**src/rtl/dma_regs_pkg.sv**
```systemverilog
package dma_regs_pkg;

  localparam int unsigned WIN_BITS = 12;

  localparam int unsigned CTRL_CLAIM   = 0;
  localparam int unsigned CTRL_RUN     = 1;
  localparam int unsigned CTRL_DONE_IE = 14;
  localparam int unsigned CTRL_ERR_IE  = 15;
  localparam int unsigned CTRL_DONE    = 30;
  localparam int unsigned CTRL_ERR     = 31;

  localparam logic [31:0] CTRL_MASK = (32'd1 << CTRL_CLAIM) | (32'd1 << CTRL_RUN)
                                    | (32'd1 << CTRL_DONE_IE) | (32'd1 << CTRL_ERR_IE)
                                    | (32'd1 << CTRL_DONE) | (32'd1 << CTRL_ERR);

  typedef enum logic [3:0] {
    SEL_NONE,
    SEL_CTRL,
    SEL_NCFG,
    SEL_NBYTES_LO, SEL_NBYTES_HI,
    SEL_NDST_LO,   SEL_NDST_HI,
    SEL_NSRC_LO,   SEL_NSRC_HI,
    SEL_XCFG,
    SEL_XBYTES_LO, SEL_XBYTES_HI,
    SEL_XDST_LO,   SEL_XDST_HI,
    SEL_XSRC_LO,   SEL_XSRC_HI
  } reg_sel_e;

  function automatic reg_sel_e decode_off(input logic [WIN_BITS-1:0] off);
    case (off)
      12'h000: decode_off = SEL_CTRL;
      12'h004: decode_off = SEL_NCFG;
      12'h008: decode_off = SEL_NBYTES_LO;
      12'h00C: decode_off = SEL_NBYTES_HI;
      12'h010: decode_off = SEL_NDST_LO;
      12'h014: decode_off = SEL_NDST_HI;
      12'h018: decode_off = SEL_NSRC_LO;
      12'h01C: decode_off = SEL_NSRC_HI;
      12'h104: decode_off = SEL_XCFG;
      12'h108: decode_off = SEL_XBYTES_LO;
      12'h10C: decode_off = SEL_XBYTES_HI;
      12'h110: decode_off = SEL_XDST_LO;
      12'h114: decode_off = SEL_XDST_HI;
      12'h118: decode_off = SEL_XSRC_LO;
      12'h11C: decode_off = SEL_XSRC_HI;
      default: decode_off = SEL_NONE;
    endcase
  endfunction

endpackage

```
**src/rtl/dma_addr_dec.sv**
```systemverilog
module dma_addr_dec
  import dma_regs_pkg::*;
#(
  parameter int unsigned AW  = 16,
  parameter int unsigned NCH = 2,
  localparam int unsigned CHW = AW - WIN_BITS
) (
  input  logic [AW-1:0]  addr_i,
  output logic [CHW-1:0] ch_o,
  output logic           ch_ok_o,
  output reg_sel_e       sel_o
);

  always_comb begin
    ch_o    = addr_i[AW-1:WIN_BITS];
    ch_ok_o = (32'(ch_o) < NCH);
    sel_o   = decode_off(addr_i[WIN_BITS-1:0]);
  end

endmodule

```
**src/rtl/dma_chan_file.sv**
```systemverilog
module dma_chan_file
  import dma_regs_pkg::*;
(
  input  logic        clk_i,
  input  logic        rst_ni,
  input  logic        wr_i,
  input  reg_sel_e    sel_i,
  input  logic [31:0] wdata_i,
  input  logic        eng_done_i,
  input  logic        eng_err_i,
  output logic [31:0] rdata_o,
  output logic        run_req_o,
  output logic        done_o,
  output logic        err_o,
  output logic        done_ie_o,
  output logic        err_ie_o,
  output logic [31:0] xcfg_o,
  output logic [63:0] xbytes_o,
  output logic [63:0] xdst_o,
  output logic [63:0] xsrc_o
);

  logic [31:0] ctrl_q, ctrl_d, ncfg_q, xcfg_q;
  logic [63:0] nbytes_q, ndst_q, nsrc_q, xbytes_q, xdst_q, xsrc_q;
  logic        run_req_q;
  logic        ctrl_wr, start;

  assign ctrl_wr = wr_i && (sel_i == SEL_CTRL);
  assign start   = ctrl_wr && wdata_i[CTRL_RUN];

  // engine status overrides a same-cycle software write
  always_comb begin
    ctrl_d = ctrl_q;
    if (ctrl_wr) ctrl_d = wdata_i & CTRL_MASK;
    if (eng_done_i) begin
      ctrl_d[CTRL_DONE] = 1'b1;
      ctrl_d[CTRL_RUN]  = 1'b0;
    end
    if (eng_err_i) begin
      ctrl_d[CTRL_ERR] = 1'b1;
      ctrl_d[CTRL_RUN] = 1'b0;
    end
  end

  always_ff @(posedge clk_i or negedge rst_ni) begin
    if (!rst_ni) begin
      ctrl_q    <= '0;
      ncfg_q    <= '0;
      nbytes_q  <= '0;
      ndst_q    <= '0;
      nsrc_q    <= '0;
      xcfg_q    <= '0;
      xbytes_q  <= '0;
      xdst_q    <= '0;
      xsrc_q    <= '0;
      run_req_q <= 1'b0;
    end else begin
      ctrl_q    <= ctrl_d;
      run_req_q <= start;
      if (start) begin
        xcfg_q   <= ncfg_q;
        xbytes_q <= nbytes_q;
        xdst_q   <= ndst_q;
        xsrc_q   <= nsrc_q;
      end
      if (wr_i) begin
        case (sel_i)
          SEL_NCFG:      ncfg_q         <= wdata_i;
          SEL_NBYTES_LO: nbytes_q[31:0] <= wdata_i;
          SEL_NBYTES_HI: nbytes_q[63:32] <= wdata_i;
          SEL_NDST_LO:   ndst_q[31:0]   <= wdata_i;
          SEL_NDST_HI:   ndst_q[63:32]  <= wdata_i;
          SEL_NSRC_LO:   nsrc_q[31:0]   <= wdata_i;
          SEL_NSRC_HI:   nsrc_q[63:32]  <= wdata_i;
          default: ;
        endcase
      end
    end
  end

  always_comb begin
    case (sel_i)
      SEL_CTRL:      rdata_o = ctrl_q;
      SEL_NCFG:      rdata_o = ncfg_q;
      SEL_NBYTES_LO: rdata_o = nbytes_q[31:0];
      SEL_NBYTES_HI: rdata_o = nbytes_q[63:32];
      SEL_NDST_LO:   rdata_o = ndst_q[31:0];
      SEL_NDST_HI:   rdata_o = ndst_q[63:32];
      SEL_NSRC_LO:   rdata_o = nsrc_q[31:0];
      SEL_NSRC_HI:   rdata_o = nsrc_q[63:32];
      SEL_XCFG:      rdata_o = xcfg_q;
      SEL_XBYTES_LO: rdata_o = xbytes_q[31:0];
      SEL_XBYTES_HI: rdata_o = xbytes_q[63:32];
      SEL_XDST_LO:   rdata_o = xdst_q[31:0];
      SEL_XDST_HI:   rdata_o = xdst_q[63:32];
      SEL_XSRC_LO:   rdata_o = xsrc_q[31:0];
      SEL_XSRC_HI:   rdata_o = xsrc_q[63:32];
      default:       rdata_o = '0;
    endcase
  end

  assign run_req_o = run_req_q;
  assign done_o    = ctrl_q[CTRL_DONE];
  assign err_o     = ctrl_q[CTRL_ERR];
  assign done_ie_o = ctrl_q[CTRL_DONE_IE];
  assign err_ie_o  = ctrl_q[CTRL_ERR_IE];
  assign xcfg_o    = xcfg_q;
  assign xbytes_o  = xbytes_q;
  assign xdst_o    = xdst_q;
  assign xsrc_o    = xsrc_q;

endmodule

```
**src/rtl/dma_chan_regs.sv**
```systemverilog
module dma_chan_regs
  import dma_regs_pkg::*;
#(
  parameter int unsigned AW  = 16,
  parameter int unsigned NCH = 2
) (
  input  logic                clk_i,
  input  logic                rst_ni,
  input  logic                req_valid_i,
  input  logic                req_write_i,
  input  logic [AW-1:0]       req_addr_i,
  input  logic [31:0]         req_wdata_i,
  output logic                req_ready_o,
  output logic                rsp_valid_o,
  output logic [31:0]         rsp_rdata_o,
  input  logic [NCH-1:0]      eng_done_i,
  input  logic [NCH-1:0]      eng_err_i,
  output logic [NCH-1:0]      run_req_o,
  output logic [NCH*32-1:0]   exec_cfg_o,
  output logic [NCH*64-1:0]   exec_bytes_o,
  output logic [NCH*64-1:0]   exec_dst_o,
  output logic [NCH*64-1:0]   exec_src_o,
  output logic [2*NCH-1:0]    irq_o
);

  localparam int unsigned CHW = AW - WIN_BITS;

  logic [CHW-1:0] ch;
  logic           ch_ok;
  reg_sel_e       sel;
  logic [31:0]    ch_rdata [NCH];
  logic [31:0]    rd_mux;
  logic [NCH-1:0] done_st, err_st, done_ie, err_ie;
  logic           rsp_valid_q;
  logic [31:0]    rsp_rdata_q;

  dma_addr_dec #(.AW(AW), .NCH(NCH)) u_dec (
    .addr_i  (req_addr_i),
    .ch_o    (ch),
    .ch_ok_o (ch_ok),
    .sel_o   (sel)
  );

  for (genvar c = 0; c < NCH; c++) begin : g_ch
    logic hit;
    assign hit = ch_ok && (ch == CHW'(c));

    dma_chan_file u_file (
      .clk_i      (clk_i),
      .rst_ni     (rst_ni),
      .wr_i       (req_valid_i && req_write_i && hit),
      .sel_i      (sel),
      .wdata_i    (req_wdata_i),
      .eng_done_i (eng_done_i[c]),
      .eng_err_i  (eng_err_i[c]),
      .rdata_o    (ch_rdata[c]),
      .run_req_o  (run_req_o[c]),
      .done_o     (done_st[c]),
      .err_o      (err_st[c]),
      .done_ie_o  (done_ie[c]),
      .err_ie_o   (err_ie[c]),
      .xcfg_o     (exec_cfg_o[c*32 +: 32]),
      .xbytes_o   (exec_bytes_o[c*64 +: 64]),
      .xdst_o     (exec_dst_o[c*64 +: 64]),
      .xsrc_o     (exec_src_o[c*64 +: 64])
    );

    assign irq_o[2*c]   = done_ie[c] && done_st[c];
    assign irq_o[2*c+1] = err_ie[c] && err_st[c];
  end

  always_comb begin
    rd_mux = '0;
    for (int i = 0; i < NCH; i++) begin
      if (ch_ok && (ch == CHW'(i))) rd_mux = ch_rdata[i];
    end
  end

  always_ff @(posedge clk_i or negedge rst_ni) begin
    if (!rst_ni) begin
      rsp_valid_q <= 1'b0;
      rsp_rdata_q <= '0;
    end else begin
      rsp_valid_q <= req_valid_i && !req_write_i;
      if (req_valid_i && !req_write_i) rsp_rdata_q <= rd_mux;
    end
  end

  assign req_ready_o = 1'b1;
  assign rsp_valid_o = rsp_valid_q;
  assign rsp_rdata_o = rsp_rdata_q;

endmodule

```
**config.mk**
```make
export PLATFORM = sky130hd
export DESIGN_NAME = dma_chan_regs
export DESIGN_NICKNAME = d
export VERILOG_FILES = /design/src/rtl/dma_regs_pkg.sv /design/src/rtl/dma_addr_dec.sv /design/src/rtl/dma_chan_file.sv /design/src/rtl/dma_chan_regs.sv
export SDC_FILE = /design/constraint.sdc
export NUM_CORES = 2
export LEC_CHECK = 0
export ABC_AREA = 1
export BUFFER_PORTS_ARGS = -buffer_cell sky130_fd_sc_hd__buf_2
export CORE_MARGIN = 2
export CORE_UTILIZATION = 56
export CTS_BUF_LIST = sky130_fd_sc_hd__clkbuf_4 sky130_fd_sc_hd__clkbuf_8
export CTS_CLUSTER_SIZE = 24
export DETAILED_ROUTE_END_ITERATION = 16
export GPL_TIMING_DRIVEN = 1
export PLACE_DENSITY = 0.81
export SETUP_SLACK_MARGIN = 0.4
export SLEW_MARGIN = 40
export SYNTH_ARGS = -nofsm -noshare
export SYNTH_HDL_FRONTEND = slang
export SYNTH_SLANG_ARGS = --single-unit
```
**constraint.sdc**
```tcl
create_clock -name clk_i -period 1.5 [get_ports clk_i]
set_clock_uncertainty 0.2 [all_clocks]
set_input_delay 0.225 -clock clk_i [delete_from_list [all_inputs] [get_ports clk_i]]
set_output_delay 0.225 -clock clk_i [all_outputs]
set_load 0.005 [all_outputs]
```
==> results_dict.tcl, run 1 <==
set metrics [dict create \
    status "aborted with a tool error" \
    haltStage "global routing" \
    stop_error "[ERROR GRT-0232] Routing congestion too high. Check the congestion heatmap in the GUI." \
    yosys.area.top_type "dfrtp_1" \
    grt_max_degree 72 \
    synth.yosys.seq_area_share 0.571 \
    cts.sinks 943 \
    ys_types 37 \
    ys_ff_latch 943 \
    synth_top_area_share 0.571 \
    place_worst_setup_slack_ns -1.16 \
    overflow 216 \
    ios 544 \
    synth_area_leaders "dfrtp_1 (57%), nand2_1 (13%), o21ai_0 (6.8%)" \
    worstEndpointGrtRepair "irq_o[2]" \
    cts.path.max_buffers 3 \
    cts-root-buf "clkbuf_8" \
    synth_fp_nets 4965 \
    routabilityCongestion 0.985 \
    hpwl_um 113000 \
    num_rows 99 \
    synth_area_um2 41300 \
    syn_avg_cell_area_um2 8.42 \
    worstEpCategory "primary output" \
    cts-buffers-inserted 154 \
    htree_levels 4 \
    grt_util_all_layers 0.756 \
    numPortBuffers 542 \
    die_h_um 276 \
    netlist_instances 4909 \
    die_w_um 276 \
    start_util 0.566 \
    dp.cells 6912 \
    synth-warning-count 0 \
]
==> cell families after synthesis <==
| logic type | after synthesis | synth area share |
|---|---|---|
| and+or+nand+nor | 1861 | 0.180 |
| AOI/OAI and AO/OA | 1259 | 0.164 |
| buffers and inverters | 845 | 0.0859 |
| DFF | 943 | 0.571 |
| other | 1 | 0.0000907 |
==> cells in the mapped netlist (all sizes together) <==
cell,count
inv,520
o22ai,187
a211oi,2
o211ai,5
a31oi,25
clkinv,1
nand2,1466
o31ai,8
nand3,118
conb,1
nor3,28
o21bai,1
nor2,180
o21ai,999
nand4,44
dfrtp,943
and2,25
a21oi,4
clkbuf,179
a22o,27
o2111ai,1
buf,145
==> repair_timing <==
action,in CTS
pin swaps,190
hold buffers,52
buffers inserted,204
resized for setup,894
hold endpoints to repair,1463
setup endpoints to repair,1419
cloned,22
==> layer usage <==
| metal | overflow | global-route usage |
|---|---|---|
| met4 | 80 | 0.693 |
| met1 | 8 | 0.763 |
| met5 | 0 | 0.357 |
| met2 | 122 | 0.903 |
| met3 | 6 | 0.646 |
==> through the flow <==
stage,util,TNS (ns),area (um2)
2_1_floorplan,-,-374.61,41500
3_3_place_gp,0.706,-673.37,51600
3_5_place_dp,0.706,-701.35,51600
4_1_cts,0.836,-171.01,61100
==> run 2: changes to the inputs <==
--- a/config.mk
+++ b/config.mk
@@ -8,13 +8,10 @@
 export ABC_AREA = 1
 export BUFFER_PORTS_ARGS = -buffer_cell sky130_fd_sc_hd__buf_2
 export CORE_MARGIN = 2
-export CORE_UTILIZATION = 56
-export CTS_BUF_LIST = sky130_fd_sc_hd__clkbuf_4 sky130_fd_sc_hd__clkbuf_8
-export CTS_CLUSTER_SIZE = 24
+export CORE_UTILIZATION = 40
 export DETAILED_ROUTE_END_ITERATION = 16
 export GPL_TIMING_DRIVEN = 1
-export PLACE_DENSITY = 0.81
-export SETUP_SLACK_MARGIN = 0.4
+export PLACE_DENSITY_LB_ADDON = 0.15
 export SLEW_MARGIN = 40
 export SYNTH_ARGS = -nofsm -noshare
 export SYNTH_HDL_FRONTEND = slang
==> run 2 against run 1 <==
The flow now finishes, with violations (hold timing, setup timing). Synthesized cell count stayed put. Area after synthesis stayed put.
==> results_dict.tcl, run 2 <==
set metrics [dict create \
    place_worst_setup_slack_ns -1.39 \
    power.share.sequential 0.472 \
    final_cell_mix "nand2_1 (1304), dfrtp_1 (926), buf_4 (583)" \
    hpwl_um 123000 \
    cts_tree "built" \
    ys_types 37 \
    synth_area_um2 41300 \
    setup.worst_path.end "irq_o[3]" \
    share_comb_of_total_power 0.034 \
    num_rows 117 \
    dr.pass1.iters 7 \
    irDropWorstVdd_mv 0.770 \
    via_per_inst 5.44 \
    crit_start "g_ch[1].u_file.ctrl_q[15]$_DFFE_PN0N_" \
    rsz0062_at_grt "yes" \
    nets 6468 \
    drc 0 \
    critical_path_cell_count 3 \
    fmax_mhz 541 \
    synth_edf_count 0 \
    r2r_slack_ns -0.24 \
    worstSetupEndpointType "primary output" \
    worstReg2RegStart "g_ch[0].u_file.xbytes_o[52]$_DFFE_PN0N_" \
    via_count 42791 \
    status "finished, violations left" \
    fin_crit_ns 1.85 \
    cts-root-buf "clkbuf_16" \
    critPathRequiredTime_ns 1.07 \
    crit_arrival_ns 1.42 \
    violations "hold timing, setup timing" \
    htree_levels 3 \
    drtIter0Drc 4485 \
    grt_pass1_vias 41393 \
    synth_ff_type "dfrtp_1" \
    maxCapViolations 0 \
    crit_type "reg2out" \
    fin_worst_hold_slack_ns -0.00410 \
    cts-buffers-inserted 103 \
    cts.path.max_buffers 3 \
    grt_util_all_layers 0.348 \
    p_per_area_nw_per_um2 822 \
    p_sw_frac 0.228 \
    area_growth_pct 58.7 \
    overflow 0 \
    start_util 0.405 \
    synth_fp_nets 4965 \
    ant_nets 0 \
    hp-class "in2reg" \
    critPathMaxFanout 2 \
    netlist_instances 4909 \
    design.core.area_um2 102000 \
    path_delay_family "flip-flops" \
    tightest_slew_ns 0.602 \
    start_kind "register" \
    relSlewSlack 0.598 \
    worst_path_max_delay_cell "dfrtp_1" \
    synthMostInstantiatedCell "nand2_1" \
    async_reset_ff_frac 1.00 \
    slowest_delay_ns 0.42 \
    wirelength_um 194000 \
    synth_top_area_share 0.571 \
    synth.yosys.seq_area_share 0.571 \
    rr_endpoint "rsp_rdata_o[20]$_DFFE_PN0P_" \
    drive_above_1_share 0.364 \
    die_h_um 326 \
    yosys.area.top_type "dfrtp_1" \
    final-hold-violation-count 1 \
    final_common_cell "nand2_1" \
    ys_ff_latch 943 \
    numPortBuffers 542 \
    antenna_found_initial 10 \
    p_leak_nw 32.8 \
    maxSlewViolCount 0 \
    path_clk_slew_ns 0.06 \
    power_frac_clock 0.495 \
    finalCritPeriodShare 1.23 \
    synth_common_cells "nand2_1 (1462), dfrtp_1 (943), o21ai_0 (563)" \
    intPower_mw 41.7 \
    grt_max_degree 72 \
    grt_pass1_wl_um 273000 \
    clock_latency_ns 0.71 \
    r2r_cells 9 \
    syn_avg_cell_area_um2 8.42 \
    placed_area_um2 52700 \
    power_switching_mw 12.3 \
    die_w_um 326 \
    fin_cells 7869 \
    die-area_um2 106000 \
    fin_area_um2 65600 \
    cts.sinks 943 \
    routabilityCongestion 0.947 \
    fin_setup_tns_ns -232.53 \
    dp.cells 7358 \
    critical_path.cell_chain "nand2_2 > inv_4 > buf_6" \
    synth_area_leaders "dfrtp_1 (57%), nand2_1 (13%), o21ai_0 (6.8%)" \
    synth-warning-count 0 \
    layout_setup_ws_ns -0.349 \
    setup_viol 1290 \
    post_drt_wl_per_cell_um 24.6 \
    ios 544 \
    cp_num_buf_inv 2 \
]
run 2: cell counts after synthesis:
Identical to the previous run, type by type.
run 2: cell type report:
class                   count  area (um2)
multi-input cells        3121       16400
clock buffers             151        3090
well taps                1368        1710
diodes                      4        10.0
inverters                 521        2050
clock inverters            39         428
fillers                  8340       36600
repair buffers           1722       18300
flip-flops and latches    943       23600
run 2: how the worst min path moves through the flow:
| stage | from | end | slack [ns] | cells after the start |
|---|---|---|---|---|
| after floorplan | rst_ni | g_ch[0].u_file.ctrl_q[0]$_DFFE_PN0N_ | -0.27 | 0 |
| after global placement | rst_ni | g_ch[1].u_file.xdst_o[43]$_DFFE_PN0N_ | -0.05 | 1 |
| after detailed placement | rst_ni | g_ch[1].u_file.xdst_o[43]$_DFFE_PN0N_ | -0.06 | 1 |
| after CTS | req_write_i | g_ch[0].u_file.ctrl_q[31]$_DFFE_PN0P_ | -0.02 | 8 |
| after global routing | req_write_i | g_ch[0].u_file.ctrl_q[31]$_DFFE_PN0P_ | 0.02 | 8 |
| final | req_write_i | g_ch[0].u_file.ctrl_q[31]$_DFFE_PN0P_ | -0.004 | 8 |
run 2: cells by family after synthesis:
logic type,share of synthesized area
AND/OR/NAND/NOR,0.180
AO/OA/AOI/OAI,0.164
flip-flops,0.571
buffers and inverters,0.0859
other,0.0000907
run 2: power by group through the flow:
| stage | logic (mW) | clock network, mW | registers (mW) |
|---|---|---|---|
| after global placement | 1.59 | 0 | 25.9 |
| after floorplan | 0.250 | 0 | 25.9 |
| after global routing | 1.95 | 27.9 | 25.4 |
| after detailed placement | 1.60 | 0 | 25.9 |
| after CTS | 1.80 | 26.8 | 25.4 |
| final | 1.83 | 26.7 | 25.4 |
run 2: stage by stage:
step           hold WS, ns  power [mW]   util
2_1_floorplan       -0.271        26.2      -
3_3_place_gp       -0.0546        27.5  0.516
3_5_place_dp       -0.0578        27.5  0.516
4_1_cts            -0.0172        54.0  0.613
5_1_grt             0.0184        55.2  0.642
6_report          -0.00410        54.0  0.642
run 2: metal layers:
| layer | up-vias | GRT usage | routed length (um) |
|---|---|---|---|
| li1 | 19031 | - | - |
| met1 | 20895 | 0.450 | 75200 |
| met2 | 2332 | 0.555 | 88700 |
| met3 | 521 | 0.0724 | 18200 |
| met4 | 12 | 0.173 | 11600 |
| met5 | - | 0 | 71 |
run 2: what timing repair did:
item | CTS | global route
pin swaps | 152 | 75
cloned | 35 | 59
hold buffers | 40 | 0
gates resized for setup | 853 | 463
setup buffers | 204 | 27
endpoints found under the hold margin | 1418 | 0
endpoints found under the setup margin | 1217 | 1349
run 2: tightest hold or removal path, cell delays in order:
cell,delay [ns]
buf_2,0.12
nand3_2,0.14
nor2_8,0.06
inv_4,0.05
buf_4,0.09
buf_4,0.09
nand2_1,0.04
nand2_1,0.05
Power figures use the tool's default switching activity.
